`src/rtl/tbf_pkg.sv`:
```
package tbf_pkg;
    localparam int SAMPLE_W = 10;
    localparam int HALF_W   = SAMPLE_W / 2;
    localparam int BYTE_W   = HALF_W + 3;

    typedef logic [SAMPLE_W-1:0] sample_t;
    typedef logic [HALF_W-1:0]   half_t;
    typedef logic [BYTE_W-1:0]   byte_t;

    // Field layout of one link byte; order is fixed by the wire format.
    typedef struct packed {
        logic  par_hi;  // covers slot, data[4], data[3]
        logic  par_lo;  // covers data[2], data[1], data[0]
        logic  slot;    // 0 = carries high half, 1 = carries low half
        half_t data;
    } frame_t;

    function automatic frame_t build_frame(input logic slot, input half_t d);
        frame_t f;
        f.slot   = slot;
        f.data   = d;
        f.par_hi = slot ^ d[4] ^ d[3];
        f.par_lo = d[2] ^ d[1] ^ d[0];
        return f;
    endfunction

    function automatic logic frame_good(input frame_t f);
        return (f.par_hi == (f.slot ^ f.data[4] ^ f.data[3])) &&
               (f.par_lo == (f.data[2] ^ f.data[1] ^ f.data[0]));
    endfunction
endpackage

```
`src/rtl/tbf_tx.sv`:
```
module tbf_tx
    import tbf_pkg::*;
(
    input  logic    clk,
    input  logic    rst,
    input  logic    s_valid,
    output logic    s_ready,
    input  sample_t s_data,
    output logic    tx_valid,
    output byte_t   tx_byte
);
    logic   pend_q;
    half_t  low_q;
    frame_t out_q;
    logic   out_v_q;

    assign s_ready  = !pend_q;
    assign tx_valid = out_v_q;
    assign tx_byte  = out_q;

    always_ff @(posedge clk) begin
        if (rst) begin
            pend_q  <= 1'b0;
            low_q   <= '0;
            out_q   <= '0;
            out_v_q <= 1'b0;
        end else if (pend_q) begin
            out_q   <= build_frame(1'b1, low_q);
            out_v_q <= 1'b1;
            pend_q  <= 1'b0;
        end else if (s_valid) begin
            out_q   <= build_frame(1'b0, s_data[SAMPLE_W-1:HALF_W]);
            out_v_q <= 1'b1;
            low_q   <= s_data[HALF_W-1:0];
            pend_q  <= 1'b1;
        end else begin
            out_v_q <= 1'b0;
        end
    end
endmodule

```
`src/rtl/tbf_rx.sv`:
```
module tbf_rx
    import tbf_pkg::*;
(
    input  logic    clk,
    input  logic    rst,
    input  logic    rx_valid,
    input  byte_t   rx_byte,
    output logic    smp_valid,
    output sample_t smp_data,
    output logic    par_err,
    output logic    seq_err
);
    frame_t  in_f;
    logic    in_good;
    logic    have_hi_q;
    half_t   hi_q;
    logic    smp_v_q;
    sample_t smp_q;
    logic    perr_q;
    logic    serr_q;

    assign in_f    = frame_t'(rx_byte);
    assign in_good = frame_good(in_f);

    assign smp_valid = smp_v_q;
    assign smp_data  = smp_q;
    assign par_err   = perr_q;
    assign seq_err   = serr_q;

    always_ff @(posedge clk) begin
        if (rst) begin
            have_hi_q <= 1'b0;
            hi_q      <= '0;
            smp_v_q   <= 1'b0;
            smp_q     <= '0;
            perr_q    <= 1'b0;
            serr_q    <= 1'b0;
        end else begin
            smp_v_q <= 1'b0;
            perr_q  <= 1'b0;
            serr_q  <= 1'b0;
            if (rx_valid) begin
                if (!in_good) begin
                    perr_q    <= 1'b1;
                    have_hi_q <= 1'b0;
                end else if (!in_f.slot) begin
                    serr_q    <= have_hi_q;
                    hi_q      <= in_f.data;
                    have_hi_q <= 1'b1;
                end else if (have_hi_q) begin
                    smp_v_q   <= 1'b1;
                    smp_q     <= {hi_q, in_f.data};
                    have_hi_q <= 1'b0;
                end else begin
                    serr_q <= 1'b1;
                end
            end
        end
    end
endmodule

```
`src/rtl/tbf_pair_framer.sv`:
```
module tbf_pair_framer
    import tbf_pkg::*;
(
    input  logic                clk,
    input  logic                rst,
    input  logic                s_valid,
    output logic                s_ready,
    input  logic [SAMPLE_W-1:0] s_data,
    output logic                tx_valid,
    output logic [BYTE_W-1:0]   tx_byte,
    input  logic                rx_valid,
    input  logic [BYTE_W-1:0]   rx_byte,
    output logic                smp_valid,
    output logic [SAMPLE_W-1:0] smp_data,
    output logic                par_err,
    output logic                seq_err
);
    tbf_tx u_tx (
        .clk      (clk),
        .rst      (rst),
        .s_valid  (s_valid),
        .s_ready  (s_ready),
        .s_data   (s_data),
        .tx_valid (tx_valid),
        .tx_byte  (tx_byte)
    );

    tbf_rx u_rx (
        .clk       (clk),
        .rst       (rst),
        .rx_valid  (rx_valid),
        .rx_byte   (rx_byte),
        .smp_valid (smp_valid),
        .smp_data  (smp_data),
        .par_err   (par_err),
        .seq_err   (seq_err)
    );
endmodule

```
`config.mk`:
```
export PLATFORM = sky130hd
export DESIGN_NAME = tbf_pair_framer
export DESIGN_NICKNAME = d
export VERILOG_FILES = /design/src/rtl/tbf_pkg.sv /design/src/rtl/tbf_tx.sv /design/src/rtl/tbf_rx.sv /design/src/rtl/tbf_pair_framer.sv
export SDC_FILE = /design/constraint.sdc
export NUM_CORES = 1
export LEC_CHECK = 0
export BUFFER_PORTS_ARGS = -buffer_cell sky130_fd_sc_hd__buf_4
export CAP_MARGIN = 0
export CORE_MARGIN = 4
export CORE_UTILIZATION = 30
export DETAILED_ROUTE_END_ITERATION = 7
export PLACE_DENSITY = 0.55
export SLEW_MARGIN = 30
export SYNTH_ARGS = -nofsm -noshare
export SYNTH_HDL_FRONTEND = slang
export SYNTH_SLANG_ARGS = --single-unit
export TNS_END_PERCENT = 1
```
`constraint.sdc`:
```
create_clock -name clk -period 2.1 [get_ports clk]
set_input_delay 0.105 -clock clk [delete_from_list [all_inputs] [get_ports clk]]
set_output_delay 0.105 -clock clk [all_outputs]
set_load 0.02 [all_outputs]
```
# [Word level (Yosys, flattened, before mapping)]
# Cells that the tools add are included.
# Widths: inputs -> output; s select.
[word_totals] reg_bits=34 output_inout_bits=23 wordCells=50
[classes] n_eq_ne=2 muxes=10 bitwise_logic=15 reduce_logical=10
[ops] op="$mux 8" count=2
[ops] op="$xor 1x1->1" count=10
[ops] op="$mux 1" count=8
[ops] op="$not 1->1" count=5
[ops] op="$reduce_and 4->1" count=1
[ops] op="$reduce_or 2->1" count=2
[ops] op="$reduce_or 4->1" count=1
[ops] op="$reduce_and 3->1" count=1
[ops] op="$reduce_or 3->1" count=1
[ops] op="$eq 1x1->1" count=2
[ops] op="$reduce_and 2->1" count=1
[ops] op="$reduce_bool 2->1" count=1
[ops] op="$logic_and 1x1->1" count=1
[ops] op="$logic_not 1->1" count=1

# [Depth between registers and ports, before layout]
# Gate-level depths: netlist of the first run.
[logic_depth] depth_word=6 depth_mapped=5 depth_no_buf=4

# [By module]
# From an unflattened synthesis of the first run, not the netlist that was laid out.
[hier_totals] cells_unflattened=150 hier_area_um2=1442.6
[by_module_without_submodules] module="tbf_rx" instances=1 cells_per_inst=76 area_each_um2=804.5 seq_area_each_um2=380.4
[by_module_without_submodules] module="tbf_tx" instances=1 cells_per_inst=74 area_each_um2=638.1 seq_area_each_um2=300.3

# [Worst setup path before layout of the first run]
# No wires, ideal clock.
[synth_path] kind="reg-to-reg" start="register u_tx.pend_q" end="register u_tx.low_q[0]" setup_time_ps=128 t_arrival_ps=1078 slack_ps=894 stages_incl_launch_ff=5 path_buffers=1 cell_sequence="dfxtp_1 -> clkbuf_1 -> nor2_1 -> mux2i_1 -> nor2_1"
[synth_via] elab_chain_len=2
[synth_rtl] item="from (decl)" line_no="tbf_tx.sv:12" rtl="logic pend_q;"
[synth_rtl] item="from (signal assigned)" line_no="tbf_tx.sv:23" rtl="pend_q <= 1'b0;"
[synth_rtl] item="from (signal assigned)" line_no="tbf_tx.sv:30" rtl="pend_q <= 1'b0;"
[synth_rtl] item="from (signal assigned)" line_no="tbf_tx.sv:35" rtl="pend_q <= 1'b1;"
[synth_rtl] item="$not 1->1 (no line)"
[synth_rtl] item="$reduce_and 2->1 (no line)"
[synth_rtl] item="to (signal assigned)" line_no="tbf_tx.sv:34" rtl="low_q <= s_data[HALF_W-1:0];"
[synth_rtl] item="to (decl)" line_no="tbf_tx.sv:13" rtl="half_t low_q;"
# Every way passes these cells.
# A chain may end at the register's enable or synchronous reset.

# [Worst setup path after layout of the first run]
[layout_path] start="register u_rx.have_hi_q" end="register u_rx.smp_q[7] (netlist: u_rx.smp_data[7])"
[layout_via] elab_chain_len=1
[layout_rtl] item="from (decl)" line_no="tbf_rx.sv:15" rtl="logic have_hi_q;"
[layout_rtl] item="from (signal assigned)" line_no="tbf_rx.sv:32" rtl="have_hi_q <= 1'b0;"
[layout_rtl] item="from (signal assigned)" line_no="tbf_rx.sv:45" rtl="have_hi_q <= 1'b0;"
[layout_rtl] item="from (signal assigned)" line_no="tbf_rx.sv:49" rtl="have_hi_q <= 1'b1;"
[layout_rtl] item="$reduce_and 4->1 (no line)"
[layout_rtl] item="to (signal assigned)" line_no="tbf_rx.sv:52" rtl="smp_q <= {hi_q, in_f.data};"
[layout_rtl] item="to (decl)" line_no="tbf_rx.sv:18" rtl="sample_t smp_q;"
# Every way passes these cells.

==> results.json, run 1 <==
{
  "crit_required_ns": 2.31,
  "synth_area_leaders": "dfxtp_1, mux2i_1, nand2b_1, xnor2_1, nor2_1",
  "place_inst": 233,
  "synth_seq_cells": 34,
  "rrSetupSlack_ns": 0.67,
  "synthSimpleGateAreaFrac_pct": 19.4,
  "cts.sinks": 34,
  "synth_commonest_cells": "dfxtp_1, mux2i_1, nand2b_1, nor2_1, xnor2_1",
  "fin_area_mm2": 0.00189,
  "cts_buffers": 5,
  "critical_path_class": "register to register",
  "postCtsSetupBuffers": 0,
  "htreeDepth": 2,
  "synth_adder_area_share_pct": 0,
  "cts_tree": "built",
  "first_global_vias": 1184,
  "ys_types": 20,
  "synth_area_mm2": 0.00144,
  "fmax_mhz": 697,
  "p_clk_share_pct": 32.6,
  "yosys_warnings": 0,
  "p_total_mw": 1.34,
  "die_area_mm2": 0.00597,
  "grt_usage_pct": 10.9,
  "critPathMaxFanout": 8,
  "fin_cells": 240,
  "grt_max_degree": 38,
  "post_cts_resized": 0,
  "worst_pin_slew_ns": 0.579,
  "p_seq_share_pct": 51.6,
  "netSwitchingPower_uw": 333,
  "synthArstFlopShare_pct": 0,
  "synth_compound_area_share_pct": 5.04,
  "cts-root-buf": "clkbuf_8",
  "first_pass_iters": 4,
  "muxShareOfSynthArea_pct": 17.4,
  "ctsHoldBuffers": 0,
  "status": "complete, no violations",
  "synth_seq_area_share_pct": 47.3,
  "finalSetupViolCount": 0,
  "core_mm2": 0.00450,
  "grt.overflow.total": 0,
  "place.gp.congestion": 0.752,
  "viasPerCell": 4.50,
  "setup_ws_ns": 0.665,
  "design.portCount": 45,
  "powerDensity_mw_per_mm2": 710,
  "drt_iter0_drc": 21,
  "hold_viol_final": 0,
  "synth_area_per_cell_um2": 9.99,
  "post_dp_cell_area_mm2": 0.00181,
  "die_w_um": 77.3,
  "netlist_instances": 144,
  "whs_ns": 0.0653,
  "syn_to_final_growth_pct": 31.3,
  "period_needed_ns": 1.43,
  "synthFlopType": "dfxtp_1",
  "postRouteAntennaNets": 0,
  "p_comb_share_pct": 15.8,
  "grt_pass1_wl_mm": 5.29,
  "finalMaxSlewViolations": 0,
  "hp-class": "input pin to register",
  "clk_latency_ns": 0.28,
  "finalCritPeriodShare_pct": 68.3,
  "placementRows": 24,
  "drv_cap": 0,
  "synth_top_area_share_pct": 47.3,
  "end_kind": "register",
  "dieHeight_um": 77.3,
  "sw_frac_of_total_pct": 24.8,
  "antenna_cells": 0,
  "initial_utilization_pct": 31.9,
  "m1WireLength_mm": 1.40,
  "antenna_found_initial": 0,
  "start_kind": "register",
  "skew_ns": 0.00392,
  "leakagePower_nw": 0.783,
  "synth.most_common_cell": "dfxtp_1",
  "yosys.area.top_type": "dfxtp_1",
  "synth_fp_nets": 166,
  "routedWlPerCell_um": 12.6,
  "synth_edf_count": 0,
  "clock_tree.buffer_depth": 2,
  "fin_util_pct": 41.9,
  "synthXorXnorAreaFrac_pct": 7.91,
  "cp.arrival_ns": 1.64,
  "clk_pin_slew_worst_paths_ns": 0.06,
  "hpwl_mm": 2.25,
  "wl_met2_mm": 1.33,
  "drive_gt1_share_pct": 28.7,
  "relSlewSlack_pct": 61.3,
  "layout.nets": 210,
  "routed_wl_mm": 3.02,
  "rsz0062_at_grt": "no",
  "p_int_mw": 1.01,
  "ir_worst_vdd_mv": 0.471,
  "top_layer": "met4",
  "port_buffers": 44,
  "place_ws_ns": 0.468,
  "setup_tns_ns": 0,
  "vias": 1079,
  "wl_met3_um": 258,
  "synth_top_family_by_area": "simple AND/OR/NAND/NOR gates",
  "drcViolationCount": 0
}
## power groups by stage
stage | Sequential [mW] | Combinational [mW] | Clock, mW
detailed placement | 0.706 | 0.214 | 0
finish | 0.692 | 0.211 | 0.438
floorplan | 0.718 | 0.120 | 0
global route | 0.695 | 0.233 | 0.484
CTS | 0.692 | 0.215 | 0.466
global placement | 0.706 | 0.212 | 0
## final timing paths
check | from | to | cells past startpoint
max | u_rx.have_hi_q$_SDFFE_PP0P_ | u_rx.smp_data[7]$_SDFFE_PP0P_ | 4
min | s_data[1] | u_tx.low_q[1]$_SDFFE_PP0P_ | 3
max reg2reg | u_rx.have_hi_q$_SDFFE_PP0P_ | u_rx.smp_data[7]$_SDFFE_PP0P_ | 4
min reg2reg | u_rx.smp_data[2]$_SDFFE_PP0P_ | u_rx.smp_data[2]$_SDFFE_PP0P_ | 2
## state kept, by name (all words and copies together), names as in the netlist
register and flops:
u_rx.seq_err 1, u_rx.have_hi_q 1, u_rx.par_err 1, u_rx.smp_valid 1, u_rx.smp_data 10, u_tx.pend_q 1, u_tx.tx_byte 8, u_tx.tx_valid 1
u_tx.low_q 5, u_rx.hi_q 5
## per-layer routing
metal	vias up	GRT usage, %
met5	-	0
met4	0	3.74
met3	6	5.39
met2	39	17.2
met1	475	12.9
li1	559	-
## cell families after synthesis
logic type	after synthesis
compound gates	12
mux	25
flops	34
xor+xnor	13
simple gates	50
buf+inv	10
## worst max-delay path, stage by stage, from the launching register on
cell and delay [ns]:
dfxtp_1 0.35, nand2_1 0.10, nor4b_2 0.45, buf_4 0.27, mux2i_1 0.20
## area by class of cell
type | count | area [um2]
Fill cell | 470 | 2620
Multi-Input combinational cell | 100 | 722
Sequential cell | 34 | 681
Timing Repair Buffer | 45 | 338
Clock buffer | 7 | 76.3
Tap cell | 52 | 65.1
Inverter | 2 | 7.51
## layout by cell type (no fill, tap or decap), types with 5 or more instances in the layout
| master | netlist | layout |
|---|---|---|
| mux2i_1 | 25 | 25 |
| xnor2_1 | 10 | 10 |
| clkbuf_8 | 0 | 5 |
| nor2_1 | 19 | 19 |
| buf_4 | 1 | 45 |
| a21oi_1 | 8 | 8 |
| nand2b_1 | 21 | 21 |
| dfxtp_1 | 34 | 34 |
(Power assumes the default switching activity.)
==> inputs of run 2 (changes only) <==
clock period = 1.49 ns   (was 2.1 ns; I/O delays follow)
==> run 2 against run 1 <==
Clock power grew 41%. Total power grew 42%. Sequential share of layout area shrank 0.42 points. Maximum frequency grew 14%. Count of clock-buffer cells in the layout is the same. Die area is the same. Combinational power grew 48%. Design area grew 1.2%. Global-route usage grew 0.16 points. Sequential power grew 40%. First-iteration DRC count grew 120%. Non-clock buffer count grew 3. Critical path type unchanged.
==> results.json, run 2 (same netlist as run 1, synthesis figures left out) <==
{
  "status": "complete, no violations",
  "start_kind": "register",
  "die_w_um": 77.3,
  "first_global_vias": 1132,
  "end_kind": "register",
  "drcViolationCount": 0,
  "vias": 1109,
  "fin_area_mm2": 0.00191,
  "cts_tree": "built",
  "place_inst": 236,
  "clk_pin_slew_worst_paths_ns": 0.06,
  "critical_path_class": "register to register",
  "fillers": 446,
  "drv_cap": 0,
  "ir_worst_vdd_mv": 0.422,
  "grt_max_degree": 38,
  "routed_wl_mm": 3.12,
  "die_area_mm2": 0.00597,
  "p_total_mw": 1.90,
  "critPathMaxFanout": 10,
  "finalCritPeriodShare_pct": 84.4,
  "period_needed_ns": 1.26,
  "finalMaxSlewViolations": 0,
  "fin_cells": 243,
  "layout.nets": 213,
  "dieHeight_um": 77.3,
  "placementRows": 24,
  "relSlewSlack_pct": 72.3,
  "clock_tree.buffer_depth": 2,
  "postCtsSetupBuffers": 0,
  "ctsHoldBuffers": 0,
  "clk_latency_ns": 0.28,
  "skew_ns": 0.00218,
  "hpwl_mm": 2.35,
  "worst_pin_slew_ns": 0.413,
  "powerDensity_mw_per_mm2": 993,
  "hold_viol_final": 0,
  "cts-root-buf": "clkbuf_8",
  "post_cts_resized": 0,
  "cp.arrival_ns": 1.46,
  "setup_tns_ns": 0,
  "drt_iter0_drc": 47,
  "htreeDepth": 2,
  "final_common_cell": "buf_4",
  "core_mm2": 0.00450,
  "hp-class": "input pin to register",
  "grt.overflow.total": 0,
  "port_buffers": 44,
  "crit_required_ns": 1.69,
  "first_pass_iters": 4,
  "finalSetupViolCount": 0,
  "cts_buffers": 5,
  "grt_usage_pct": 11.1,
  "antenna_cells": 0,
  "post_dp_cell_area_mm2": 0.00184,
  "place.gp.congestion": 0.760,
  "leakagePower_nw": 0.798,
  "cts.sinks": 34,
  "syn_to_final_growth_pct": 32.9,
  "whs_ns": 0.0335,
  "grt_pass1_wl_mm": 5.29,
  "antenna_found_initial": 0,
  "postRouteAntennaNets": 0,
  "largest_reg_flops": 10,
  "initial_utilization_pct": 31.9,
  "fmax_mhz": 795,
  "drive_gt1_share_pct": 29.8,
  "routedWlPerCell_um": 12.8,
  "rsz0062_at_grt": "no",
  "final_cell_mix": "buf_4, dfxtp_1, mux2i_1, nand2b_1, nor2_1",
  "viasPerCell": 4.56,
  "design.portCount": 45
}
[run 2: area by class of cell]
cell class	count	area [um2]	share of cell area [%]
clock buffers	7	76.3	3.99
well taps	52	65.1	3.40
repair buffers	48	360	18.8
inverters	2	7.51	0.393
flip-flops and latches	34	681	35.6
multi-input cells	100	722	37.8
[run 2: metal layers]
layer / track usage, % / vias up / part of all wire, %
met5: 0 / - / 0
met4: 3.20 / 0 / 0.87
met3: 5.85 / 3 / 7.8
met2: 18.0 / 39 / 46
met1: 12.6 / 498 / 45
li1: - / 569 / -
[run 2: path summary, 6_finish.rpt]
path,from,to,slack [ns],cells after the start
max,u_rx.have_hi_q$_SDFFE_PP0P_,u_rx.smp_data[1]$_SDFFE_PP0P_,0.23,4
min,s_data[2],u_tx.low_q[2]$_SDFFE_PP0P_,0.03,3
max reg2reg,u_rx.have_hi_q$_SDFFE_PP0P_,u_rx.smp_data[1]$_SDFFE_PP0P_,0.23,4
min reg2reg,u_rx.smp_data[6]$_SDFFE_PP0P_,u_rx.smp_data[6]$_SDFFE_PP0P_,0.48,2
[run 2: report_power, final]
part           total, mW  switching, mW  internal (mW)  leakage, nW
sequential         0.969         0.0210          0.948        0.277
combinational      0.312          0.155          0.158        0.483
clock              0.617          0.296          0.321       0.0383
total               1.90          0.472           1.43        0.798
[run 2: through the flow]
step                      util, %  setup slack (ns)
after floorplan                 -             0.284
after global placement       40.8             0.126
after detailed placement     40.8             0.106
after CTS                    42.4             0.206
after global routing         42.4             0.168
final                        42.4             0.233
[run 2: worst max-delay path: stages (launching register included)]
cell and delay [ns]:
dfxtp_1 0.35, nand2_1 0.09, nor4b_2 0.27, buf_4 0.25, mux2i_1 0.21
